[src/rtl/cfg_upd_pkg.sv]
package cfg_upd_pkg;
  localparam int unsigned MAC_BYTES = 6;
  localparam int unsigned VID_W     = 12;
  localparam logic [47:0] MAC_RESET = 48'h0090CF00BEEF;
  localparam logic [11:0] VID_RESET = 12'hDAD;
endpackage

[src/rtl/cfg_byte_tracker.sv]
module cfg_byte_tracker #(
  parameter int unsigned NUM_BYTES = 8,
  parameter int unsigned IDX_W     = 4
) (
  input  logic             clk_i,
  input  logic             rst_ni,
  input  logic             valid_i,
  input  logic             first_i,
  output logic             wr_o,
  output logic [IDX_W-1:0] idx_o
);
  localparam logic [IDX_W-1:0] LAST = IDX_W'(NUM_BYTES);

  logic [IDX_W-1:0] idx_q, cur_idx;

  // position NUM_BYTES means idle/padding: nothing written
  assign cur_idx = first_i ? '0 : idx_q;
  assign wr_o    = valid_i && (cur_idx < LAST);
  assign idx_o   = cur_idx;

  always_ff @(posedge clk_i or negedge rst_ni) begin
    if (!rst_ni) begin
      idx_q <= LAST;
    end else if (valid_i && (cur_idx < LAST)) begin
      idx_q <= cur_idx + IDX_W'(1);
    end
  end

  a_r7_first_restarts: assert property (@(posedge clk_i) disable iff (!rst_ni)
    (valid_i && first_i) |=> (idx_q == IDX_W'(1)));
  a_r5_padding_saturates: assert property (@(posedge clk_i) disable iff (!rst_ni)
    (idx_q == LAST && !first_i) |=> (idx_q == LAST));
  a_r6_no_advance: assert property (@(posedge clk_i) disable iff (!rst_ni)
    (!valid_i) |=> $stable(idx_q));
endmodule

[src/rtl/cfg_field_regs.sv]
module cfg_field_regs #(
  parameter int unsigned              MAC_BYTES = 6,
  parameter int unsigned              VID_W     = 12,
  parameter int unsigned              IDX_W     = 4,
  parameter logic [MAC_BYTES*8-1:0]   MAC_RESET = '0,
  parameter logic [VID_W-1:0]         VID_RESET = '0
) (
  input  logic                   clk_i,
  input  logic                   rst_ni,
  input  logic                   wr_i,
  input  logic [IDX_W-1:0]       idx_i,
  input  logic [7:0]             byte_i,
  output logic [MAC_BYTES*8-1:0] mac_o,
  output logic [VID_W-1:0]       vid_o
);
  localparam int unsigned MAC_W    = MAC_BYTES * 8;
  localparam int unsigned VID_HI_W = VID_W - 8;
  localparam logic [IDX_W-1:0] VID_HI_IDX = IDX_W'(MAC_BYTES);
  localparam logic [IDX_W-1:0] VID_LO_IDX = IDX_W'(MAC_BYTES + 1);

  logic [7:0]          mac_q [MAC_BYTES];
  logic [VID_HI_W-1:0] vid_hi_q;
  logic [7:0]          vid_lo_q;

  always_ff @(posedge clk_i or negedge rst_ni) begin
    if (!rst_ni) begin
      for (int i = 0; i < MAC_BYTES; i++)
        mac_q[i] <= MAC_RESET[(MAC_BYTES-1-i)*8 +: 8];
      vid_hi_q <= VID_RESET[VID_W-1:8];
      vid_lo_q <= VID_RESET[7:0];
    end else if (wr_i) begin
      for (int i = 0; i < MAC_BYTES; i++)
        if (idx_i == IDX_W'(i)) mac_q[i] <= byte_i;
      if (idx_i == VID_HI_IDX) vid_hi_q <= byte_i[VID_HI_W-1:0];
      if (idx_i == VID_LO_IDX) vid_lo_q <= byte_i;
    end
  end

  // byte 0 of the payload is the most significant address byte
  for (genvar g = 0; g < MAC_BYTES; g++) begin : g_mac_pack
    assign mac_o[(MAC_BYTES-1-g)*8 +: 8] = mac_q[g];
  end
  assign vid_o = {vid_hi_q, vid_lo_q};

  a_r6_idle_hold: assert property (@(posedge clk_i) disable iff (!rst_ni)
    (!wr_i) |=> ($stable(mac_o) && $stable(vid_o)));
  a_r3_msb_first: assert property (@(posedge clk_i) disable iff (!rst_ni)
    (wr_i && idx_i == '0) |=> (mac_o[MAC_W-1 -: 8] == $past(byte_i)));
  a_r4_vid_low: assert property (@(posedge clk_i) disable iff (!rst_ni)
    (wr_i && idx_i == VID_LO_IDX) |=> (vid_o[7:0] == $past(byte_i)));
  a_r4_vid_high: assert property (@(posedge clk_i) disable iff (!rst_ni)
    (wr_i && idx_i == VID_HI_IDX) |=> (vid_o[VID_W-1:8] == $past(byte_i[VID_HI_W-1:0])));
endmodule

[src/rtl/cfg_phase_latch.sv]
module cfg_phase_latch (
  input  logic clk_i,
  input  logic rst_ni,
  input  logic pin_i,
  output logic phase_o
);
  logic phase_q;

  // strap: loads only on edges while reset is held
  always_ff @(posedge clk_i) begin
    if (!rst_ni) phase_q <= pin_i;
  end
  assign phase_o = phase_q;

  a_r8_phase_fixed: assert property (@(posedge clk_i) disable iff (!rst_ni)
    1'b1 |=> $stable(phase_o));
endmodule

[src/rtl/cfg_stream_updater.sv]
module cfg_stream_updater
  import cfg_upd_pkg::*;
#(
  parameter int unsigned            P_MAC_BYTES = MAC_BYTES,
  parameter int unsigned            P_VID_W     = VID_W,
  parameter logic [P_MAC_BYTES*8-1:0] P_MAC_RESET = MAC_RESET,
  parameter logic [P_VID_W-1:0]     P_VID_RESET = VID_RESET
) (
  input  logic                     clk_i,
  input  logic                     rst_ni,
  input  logic                     tx_phase_pin_i,
  input  logic                     cfg_valid_i,
  input  logic                     cfg_first_i,
  input  logic [7:0]               cfg_byte_i,
  output logic [P_MAC_BYTES*8-1:0] mac_addr_o,
  output logic [P_VID_W-1:0]       vlan_id_o,
  output logic                     tx_phase_sel_o
);
  localparam int unsigned FIELD_BYTES = P_MAC_BYTES + (P_VID_W + 7) / 8;
  localparam int unsigned IDX_W       = $clog2(FIELD_BYTES + 1);

  logic             wr;
  logic [IDX_W-1:0] idx;

  cfg_byte_tracker #(
    .NUM_BYTES (FIELD_BYTES),
    .IDX_W     (IDX_W)
  ) u_tracker (
    .clk_i   (clk_i),
    .rst_ni  (rst_ni),
    .valid_i (cfg_valid_i),
    .first_i (cfg_first_i),
    .wr_o    (wr),
    .idx_o   (idx)
  );

  cfg_field_regs #(
    .MAC_BYTES (P_MAC_BYTES),
    .VID_W     (P_VID_W),
    .IDX_W     (IDX_W),
    .MAC_RESET (P_MAC_RESET),
    .VID_RESET (P_VID_RESET)
  ) u_regs (
    .clk_i  (clk_i),
    .rst_ni (rst_ni),
    .wr_i   (wr),
    .idx_i  (idx),
    .byte_i (cfg_byte_i),
    .mac_o  (mac_addr_o),
    .vid_o  (vlan_id_o)
  );

  cfg_phase_latch u_phase (
    .clk_i   (clk_i),
    .rst_ni  (rst_ni),
    .pin_i   (tx_phase_pin_i),
    .phase_o (tx_phase_sel_o)
  );

  a_r3_first_to_msb: assert property (@(posedge clk_i) disable iff (!rst_ni)
    (cfg_valid_i && cfg_first_i) |=> (mac_addr_o[P_MAC_BYTES*8-1 -: 8] == $past(cfg_byte_i)));
endmodule

[config.mk]
export PLATFORM = sky130hd
export DESIGN_NAME = cfg_stream_updater
export DESIGN_NICKNAME = d
export VERILOG_FILES = /design/src/rtl/cfg_upd_pkg.sv /design/src/rtl/cfg_byte_tracker.sv /design/src/rtl/cfg_field_regs.sv /design/src/rtl/cfg_phase_latch.sv /design/src/rtl/cfg_stream_updater.sv
export SDC_FILE = /design/constraint.sdc
export NUM_CORES = 1
export LEC_CHECK = 0
export CORE_MARGIN = 10
export CORE_UTILIZATION = 47
export CTS_CLUSTER_DIAMETER = 40
export DETAILED_ROUTE_END_ITERATION = 7
export GPL_TIMING_DRIVEN = 1
export PLACE_DENSITY = 0.79
export SLEW_MARGIN = 20
export SYNTH_ARGS = -nofsm -noshare
export SYNTH_HDL_FRONTEND = slang
export SYNTH_HIERARCHICAL = 1
export SYNTH_SLANG_ARGS = --single-unit
[constraint.sdc]
create_clock -name clk_i -period 2.9 [get_ports clk_i]
set_clock_uncertainty 0.2 [all_clocks]
set_input_delay 0.58 -clock clk_i [delete_from_list [all_inputs] [get_ports clk_i]]
set_output_delay 0.58 -clock clk_i [all_outputs]
set_load 0.02 [all_outputs]
==> results.md, run 1 <==
Outcome:
- The run finished with clean final reports.

Pwr:
- The largest vdd supply drop is 0.000661 V.
- The clock network power share is 0.214.
- The net switching power is 1.39 mW.
- Of the total power, the share spent switching nets is 0.319.
- The share of total power dissipated in combinational logic is 0.415.
- The internal power of the cells is 2.97 mW.
- The leakage component of the power is 1.57 nW.
- Dividing total power by cell area gives a power density of 1160 mW/mm².
- The proportion of power drawn by flip-flops and latches is 0.372.
- Summing internal, switching and leakage power gives 4.37 mW.

Timing:
- The hold slack is 0.0116 ns.
- The aggregate negative setup slack is 0 ns.
- The share of the clock period used by the worst path after layout is 0.828.
- The worst path in the final design needs a cycle of 2.40 ns, including I/O delays and setup.
- Setup repair after global routing left no endpoint under its margin.
- The final-report max-slew violation count was 0.
- The maximum clock frequency is 417 MHz.
- The number of endpoints failing setup at the final stage is 0.
- The transition time of the tightest slew-check pin is 0.515 ns.
- The count of final hold-check violations was 0.
- Headroom to the max-slew limit came out at 0.657.

CTS:
- For this design, the sink count on the clock tree is 65.
- In this run the deepest clock path goes through 2 buffers.
- The clock edge transition at the registers on the reported setup and hold paths is 0.07 ns.
- TritonCTS built the clock tree.
- The clock latency of the later-clocked register in the worst-skew pair is 0.33 ns.
- Buffers inserted during clock tree synthesis total 9.
- The clock tree root driver cell is sky130_fd_sc_hd__clkbuf_8.
- The H-tree was split into 3 levels.
- The number of hold buffers added after CTS was 0.
- The post-cts resize count is 0.
- The number of setup buffers added after CTS is 0.

Detailed routing:
- Detailed routing inserted a total of 1639 vias.
- The DRC violation total after the first TritonRoute iteration is 46.
- The number of design rule violations left after detail routing is 0.
- The count of nets left with antenna violations once routing finished came out at 0.
- The first-pass iteration count of the detailed router is 5.
- Wires add up to 6050 µm.
- After detailed routing, the average wire length per cell comes to 18.5 µm.
- After detailed routing, the number of vias per cell comes to 5.01.

Floorplan:
- The initial utilization of the core area, before any placement, comes to 0.481.
- The core region is 0.00544 mm².
- The floorplan step defined a die boundary enclosing 0.00895 mm².
- Measured along the y axis, the die boundary spans 94.6 µm.
- From left edge to right edge, the die measures 94.6 µm.
- The number of primary I/O pins is 74.
- The row count is 27.

Finish:
- The final layout net count is 263.
- In the final layout, flip-flops and latches occupy 0.00167 mm².
- Compared with the post-synthesis result, the final layout area differs by 43.5%.
- At the end of the flow the core is filled with cells to 0.690.
- Once layout is done, the placed cells without fillers occupy 0.00375 mm².
- The multi-input gate area in the final layout is 918 µm².
- Fill cells in the final layout number 378.
- The number of antenna diodes in the final layout is 0.
- In the final layout, the share of cells above drive strength 1 is 0.494.

Setup path:
- The largest fanout on the critical path is 8.
- At the worst endpoint, the required time is 2.92 ns.
- STA classifies the critical path startpoint as an input pin.
- The worst path arrival time is 2.42 ns.
- The worst setup path is captured at a flop.
- The critical path is of the in -> reg type.

Yosys:
- For this run, the leading register cell type out of synthesis is sky130_fd_sc_hd__dfrtp_1.
- The most frequent cell after synthesis is sky130_fd_sc_hd__mux2_2.
- The flop and latch count out of synthesis is 65.
- The average size of a mapped cell is 16.5 µm².
- Synthesis instantiated 27 different standard cells from the library.
- By area the synthesized netlist is led by sky130_fd_sc_hd__dfrtp_1 (33%), sky130_fd_sc_hd__dfstp_2 (30%), sky130_fd_sc_hd__mux2_2 (26%), sky130_fd_sc_hd__nor3b_4 (1.4%), sky130_fd_sc_hd__nor2b_1 (1.2%).
- Of the post-synthesis cell area, the dominant cell type holds 0.325.
- The number of synthesized flops with an enable pin is 1.
- Of the synthesized area, sequential elements account for 0.638.
- Counting every net in the synthesized netlist gives 172.
- For this run, asynchronously set or reset flops after synthesis account for 0.985.
- Counting every instance in the synthesized netlist gives 159.
- For this run, the number of Yosys warnings is 6.
- The total standard cell area after synthesis is 0.00262 mm².
- Summed over all instances, the cell type with the most area after synthesis is sky130_fd_sc_hd__dfrtp_1.
- By count the netlist is led by sky130_fd_sc_hd__mux2_2 (61), sky130_fd_sc_hd__dfrtp_1 (34), sky130_fd_sc_hd__dfstp_2 (30).

Placed design:
- The placed wire-length estimate is 4450 µm.
- The post-place instance area is 0.00351 mm².
- The count of input and output buffers is 73.
- The global placement routability congestion is 0.768.

Global routing:
- The via count of the first global-routing pass is 1867.
- For this run, the total global-route usage over all layers was measured as 0.146.
- Entering global routing, the biggest net connects 27 pins.
- The first global-routing pass estimated 9890 µm of wire.
- The number of antenna violations at the first check in global routing was 0.
- Global routing finished with a remaining overflow of 0.

Min path:
- The min-delay analysis places its worst path in the category in -> async.

Flow run:
- Max-cap violations in this run came to 0.
## power by group through the flow
stage	clock, mW	sequential, mW	combinational [mW]
finish	0.933	1.62	1.81
global route	0.994	1.69	1.93
CTS	0.954	1.63	1.85
detailed placement	0	1.64	1.84
global placement	0	1.63	1.82
floorplan	0	2.10	0.443
## registers in the layout, summed over array words and instances (netlist names)
register         count
u_phase/phase_o      1
u_regs/vid_lo_q      8
u_regs/vid_hi_q      4
u_regs/mac_o        48
u_tracker/idx_q      4
## worst paths after layout
path,from,end,slack (ns),cells past startpoint
max,cfg_first_i,u_regs/mac_o[18],0.50,7
min,rst_ni,u_regs/mac_o[46],0.01,1
max reg2reg,u_tracker/idx_q[3],u_regs/mac_o[14],0.71,7
min reg2reg,u_regs/mac_o[41],u_regs/mac_o[41],0.30,1
max in group asynchronous,rst_ni,u_regs/vid_hi_q[0],1.71,2
min in group clk_i,u_regs/mac_o[41],u_regs/mac_o[41],0.30,1
## placed cells by master (no fill, tap or decap), types with 2 or more instances in the layout
cell / n
sky130_fd_sc_hd__buf_12: 2
sky130_fd_sc_hd__buf_4: 8
sky130_fd_sc_hd__bufinv_16: 3
sky130_fd_sc_hd__clkbuf_8: 10
sky130_fd_sc_hd__clkdlybuf4s50_1: 72
sky130_fd_sc_hd__dfrtp_1: 34
sky130_fd_sc_hd__dfstp_2: 30
sky130_fd_sc_hd__inv_1: 2
sky130_fd_sc_hd__mux2_2: 61
sky130_fd_sc_hd__nand2_2: 2
sky130_fd_sc_hd__nand3b_2: 2
sky130_fd_sc_hd__nor2_1: 2
sky130_fd_sc_hd__nor2b_1: 5
sky130_fd_sc_hd__nor3b_4: 2
sky130_fd_sc_hd__nor4_1: 2
## routing by layer
metal  vias up  GRT usage  share of wire
met3         9     0.0603          0.086
li1        759          -              -
met5         -          0              0
met4         0     0.0711          0.018
met1       826      0.169           0.40
met2        45      0.229           0.49
## worst max-delay path: stages
cell	delay, ns
sky130_fd_sc_hd__clkdlybuf4s50_1	0.56
sky130_fd_sc_hd__nor2b_1	0.13
sky130_fd_sc_hd__nor2_1	0.14
sky130_fd_sc_hd__nor3b_4	0.30
sky130_fd_sc_hd__and3_1	0.25
sky130_fd_sc_hd__buf_12	0.14
sky130_fd_sc_hd__mux2_2	0.33
## kinds of logic after synthesis
| family | after synthesis | synth area share |
|---|---|---|
| buf+inv | 5 | 0.0110 |
| simple gates | 22 | 0.0713 |
| flops | 65 | 0.638 |
| mux | 61 | 0.263 |
| compound gates | 6 | 0.0172 |
## layout make-up
cell class                 count  share of cell area
timing repair buffer          83               0.220
clock buffer                  11              0.0377
multi-input combinational     89               0.245
sequential                    65               0.445
tap                           72              0.0240
inverter                       2             0.00200
clock inverter                 5              0.0273
## stage by stage
step	std cells	worst slack, ns
after CTS	327	0.518
after floorplan	159	0.788
after global placement	311	0.220
final	327	0.500
after global routing	327	0.419
after detailed placement	311	0.159
Note: power is estimated with default switching activity, not from simulation.
==> inputs of run 2 (changes only) <==
--- a/config.mk
+++ b/config.mk
@@ -6,11 +6,11 @@
 export NUM_CORES = 1
 export LEC_CHECK = 0
 export CORE_MARGIN = 10
-export CORE_UTILIZATION = 47
+export CORE_UTILIZATION = 43
 export CTS_CLUSTER_DIAMETER = 40
 export DETAILED_ROUTE_END_ITERATION = 7
 export GPL_TIMING_DRIVEN = 1
-export PLACE_DENSITY = 0.79
+export PLACE_DENSITY = 0.76
 export SLEW_MARGIN = 20
 export SYNTH_ARGS = -nofsm -noshare
 export SYNTH_HDL_FRONTEND = slang
==> constraint.sdc (replaced) <==
create_clock -name clk_i -period 2 [get_ports clk_i]
set_clock_uncertainty 0.2 [all_clocks]
set_input_delay 0.4 -clock clk_i [delete_from_list [all_inputs] [get_ports clk_i]]
set_output_delay 0.4 -clock clk_i [all_outputs]
set_load 0.02 [all_outputs]
==> results.md, run 2 (synthesis results as in run 1) <==
Setup path:
- The worst path arrival time is 1.34 ns (was 2.42 ns).
- Cell-by-cell listing of the critical path: clkdlybuf4s50_1 (was clkdlybuf4s50_1 > nor2b_1 > nor2_1 > nor3b_4 > and3_1 > buf_12 > mux2_2).
- The worst setup path category is reg -> out (was in -> reg).
- The master of the slowest instance on the critical path is sky130_fd_sc_hd__clkdlybuf4s50_1 (unchanged).
- The kind of cell adding the most delay to the critical path is buffers and inverters (was simple AND/OR/NAND/NOR gates).
- The worst path required time is 1.40 ns (was 2.92 ns).
- The kind of end point of the critical path was an output port (was flop).
- The worst path buffer plus inverter count is 1 (was 2).
- The kind of start point of the critical path is a flop (was input pin).
- The largest fanout on the critical path is 2 (was 8).
- The delay of the slowest critical-path stage was 0.64 ns (was 0.56 ns).

CTS:
- The clock tree root driver cell is sky130_fd_sc_hd__clkbuf_8 (unchanged).
- The clock latency of the later-clocked register in the worst-skew pair was 0.34 ns (was 0.33 ns).
- The total CTS buffers is 9 (unchanged).
- The clock tree from TritonCTS is yes (unchanged).
- The clock edge transition at the registers on the reported setup and hold paths came to 0.07 ns (about the same).
- The total number of H-tree levels was 3 (unchanged).
- The maximum clock path buffer count is 2 (unchanged).
- The sink count of the clock tree is 65 (unchanged).

Floorplan:
- The height of the chip was 98 µm (was 94.6 µm).
- The effective utilization at floorplan is 0.442 (was 0.481).
- The horizontal die dimension is 98 µm (was 94.6 µm).
- The row count was 28 (was 27).
- The core area is 0.00592 mm² (was 0.00544 mm²).
- The number of primary I/O pins came to 74 (unchanged).
- The area of the die came to 0.00960 mm² (was 0.00895 mm²).

Detailed routing:
- The number of design rule violations left after detail routing is 0 (unchanged).
- The number of vias per cell after detailed routing was 4.98 (was 5.01).
- The detailed-route wire length per cell was 18.7 µm (was 18.5 µm).
- The number of vias after detailed routing is 1753 (was 1639).
- The DRC violation total after the first TritonRoute iteration is 51 (was 46).
- The total wire length is 6570 µm (was 6050 µm).
- The count of antenna-violating nets left after detailed routing came to 0 (unchanged).
- The first-pass iteration count of the detailed router is 4 (was 5).

Timing:
- After layout, the minimum clock period comes to 1.94 ns.
- The maximum clock frequency is 515 MHz.
- The number of endpoints failing setup at the final stage came to 0 (unchanged).
- The final-report max-slew violation count is 0 (unchanged).
- The transition time of the tightest slew-check pin came to 0.329 ns (was 0.515 ns).
- The aggregate negative setup slack is 0 ns (unchanged).
- The count of final hold-check violations is 0 (unchanged).
- The worst slew margin relative to its limit was 0.781 (was 0.657).
- The share of the clock period used by the worst path after layout is 0.970.
- The hold slack is 0.199 ns (was 0.0116 ns).

Global routing:
- The global-route met3 utilization is 0.0768 (was 0.0603).
- The pin count of the biggest net entering global routing came to 44 (was 27).
- The total global-route track usage was 0.137 (was 0.146).
- The number of antenna violations at the first check in global routing is 0 (unchanged).
- The first-pass GRT wire length was 10400 µm (was 9890 µm).
- The met2 track demand over resource is 0.216 (was 0.229).
- The total congestion overflow after global routing was 0 (unchanged).
- The via count of the first global-routing pass is 1931 (was 1867).
- The met1 demand-to-capacity share in global routing was 0.149 (was 0.169).
- The most used routing layer is met2 (unchanged).

Finish:
- The number of inserted filler cells in the final layout is 435 (was 378).
- The total inserted antenna cells is 0 (unchanged).
- The synthesis-to-finish area growth came to 50.9% (was 43.5%).
- Most frequent cells in the layout: sky130_fd_sc_hd__mux2_2 (60), sky130_fd_sc_hd__clkdlybuf4s50_1 (41), sky130_fd_sc_hd__dfrtp_1 (34) (was sky130_fd_sc_hd__clkdlybuf4s50_1 (72), sky130_fd_sc_hd__mux2_2 (61), sky130_fd_sc_hd__dfrtp_1 (34)).
- The share of final-layout standard cells stronger than drive strength 1 is 0.556 (was 0.494).
- The final layout net count is 285 (was 263).
- The number of standard cells in the final layout excluding fillers was 352 (was 327).
- The number of flip-flops in the largest register was 48 (unchanged).
- The most common cell after layout, fill and taps aside is sky130_fd_sc_hd__mux2_2 (was sky130_fd_sc_hd__clkdlybuf4s50_1).

Placed design:
- The total placed cells including tap cells is 333 (was 311).
- The global placement routability congestion is 0.743 (was 0.768).
- The placed wire-length estimate is 4850 µm (was 4450 µm).
- The count of input and output buffers is 73 (unchanged).

Outcome:
- Result of the run: finished, final reports clean (unchanged).

Min path:
- The worst hold path class is in -> reg (was in -> async).

Pwr:
- The total power divided by cell area is 1580 mW/mm² (was 1160 mW/mm²).
- The largest vdd supply drop is 0.000917 V (was 0.000661 V).
- The leakage component of the power is 1.82 nW (was 1.57 nW).

Flow run:
- The max-cap check violation count is 0 (unchanged).
-- run 2: cell types whose count changed in the layout (fill, tap and decap cells not counted), moves of 2 or more --
cell,previous run,this run
sky130_fd_sc_hd__clkbuf_8,10,12
sky130_fd_sc_hd__buf_6,0,2
sky130_fd_sc_hd__nor2_2,1,3
sky130_fd_sc_hd__nor2_1,2,0
sky130_fd_sc_hd__clkdlybuf4s50_1,72,41
sky130_fd_sc_hd__buf_4,8,26
sky130_fd_sc_hd__dlygate4sd2_1,0,29
sky130_fd_sc_hd__nor2b_1,5,3
-- run 2: cell type report --
class                      count  area [µm²]  share of cell area
sequential                    65        1670               0.423
clock buffer                  12         165              0.0418
tap                           75        93.8              0.0238
multi-input combinational     89         958               0.243
timing repair buffer         105         980               0.248
inverter                       2        7.51             0.00190
clock inverter                 4        73.8              0.0187
-- run 2: through the flow --
stage / setup WS, ns / utilization / cell area, µm² / power [mW]
2_1_floorplan: 0.0683 / - / 2620 / 3.68
4_1_cts: 0.0200 / 0.661 / 3920 / 6.31
6_report: 0.0597 / 0.667 / 3950 / 6.25
5_1_grt: -0.0211 / 0.667 / 3950 / 6.57
3_3_place_gp: -0.429 / 0.621 / 3670 / 5.09
3_5_place_dp: -0.499 / 0.621 / 3670 / 5.15
-- run 2: worst register-to-register path, delay by kind of cell (launching register included) --
family                 cells  cell delay, ns
DFF                        1            0.54
and+or+nand+nor            4            0.48
muxes                      1            0.34
buffers and inverters      2            0.28
-- run 2: timing repair --
| item | 4_1_cts | 5_1_grt |
|---|---|---|
| resized for setup | 34 | 8 |
| endpoints found under the setup margin | 81 | 35 |
| endpoints found under the hold margin | 5 | 0 |
| buffers inserted | 1 | 1 |
| hold buffers | 1 | 0 |
| pin swaps | 0 | 2 |
-- run 2: where the power goes --
group | switching [mW] | internal, mW | total (mW) | leakage, nW
registers | 0.293 | 2.05 | 2.35 | 0.741
clock network | 0.497 | 0.804 | 1.30 | 0.123
logic | 1.29 | 1.31 | 2.60 | 0.953
total | 2.08 | 4.17 | 6.25 | 1.82
-- run 2: worst paths after layout --
check / from / to / slack, ns / depth (start not counted)
max in group asynchronous: rst_ni / u_tracker/idx_q[3] / 0.73 / 3
worst min register to register: u_regs/mac_o[33] / u_regs/mac_o[33] / 0.31 / 1
worst max register to register: u_tracker/idx_q[3] / u_regs/mac_o[34] / 0.06 / 7
worst max-delay path: u_regs/mac_o[17] / mac_addr_o[17] / 0.06 / 1
worst min-delay path: cfg_valid_i / u_tracker/idx_q[3] / 0.20 / 3
min in group asynchronous: rst_ni / u_regs/mac_o[14] / 0.28 / 2
-- run 2: metal layers --
| layer | vias to the layer above | routed length, µm |
|---|---|---|
| li1 | 803 | - |
| met2 | 60 | 3120 |
| met5 | - | 0 |
| met1 | 880 | 2690 |
| met3 | 10 | 652 |
| met4 | 0 | 102 |
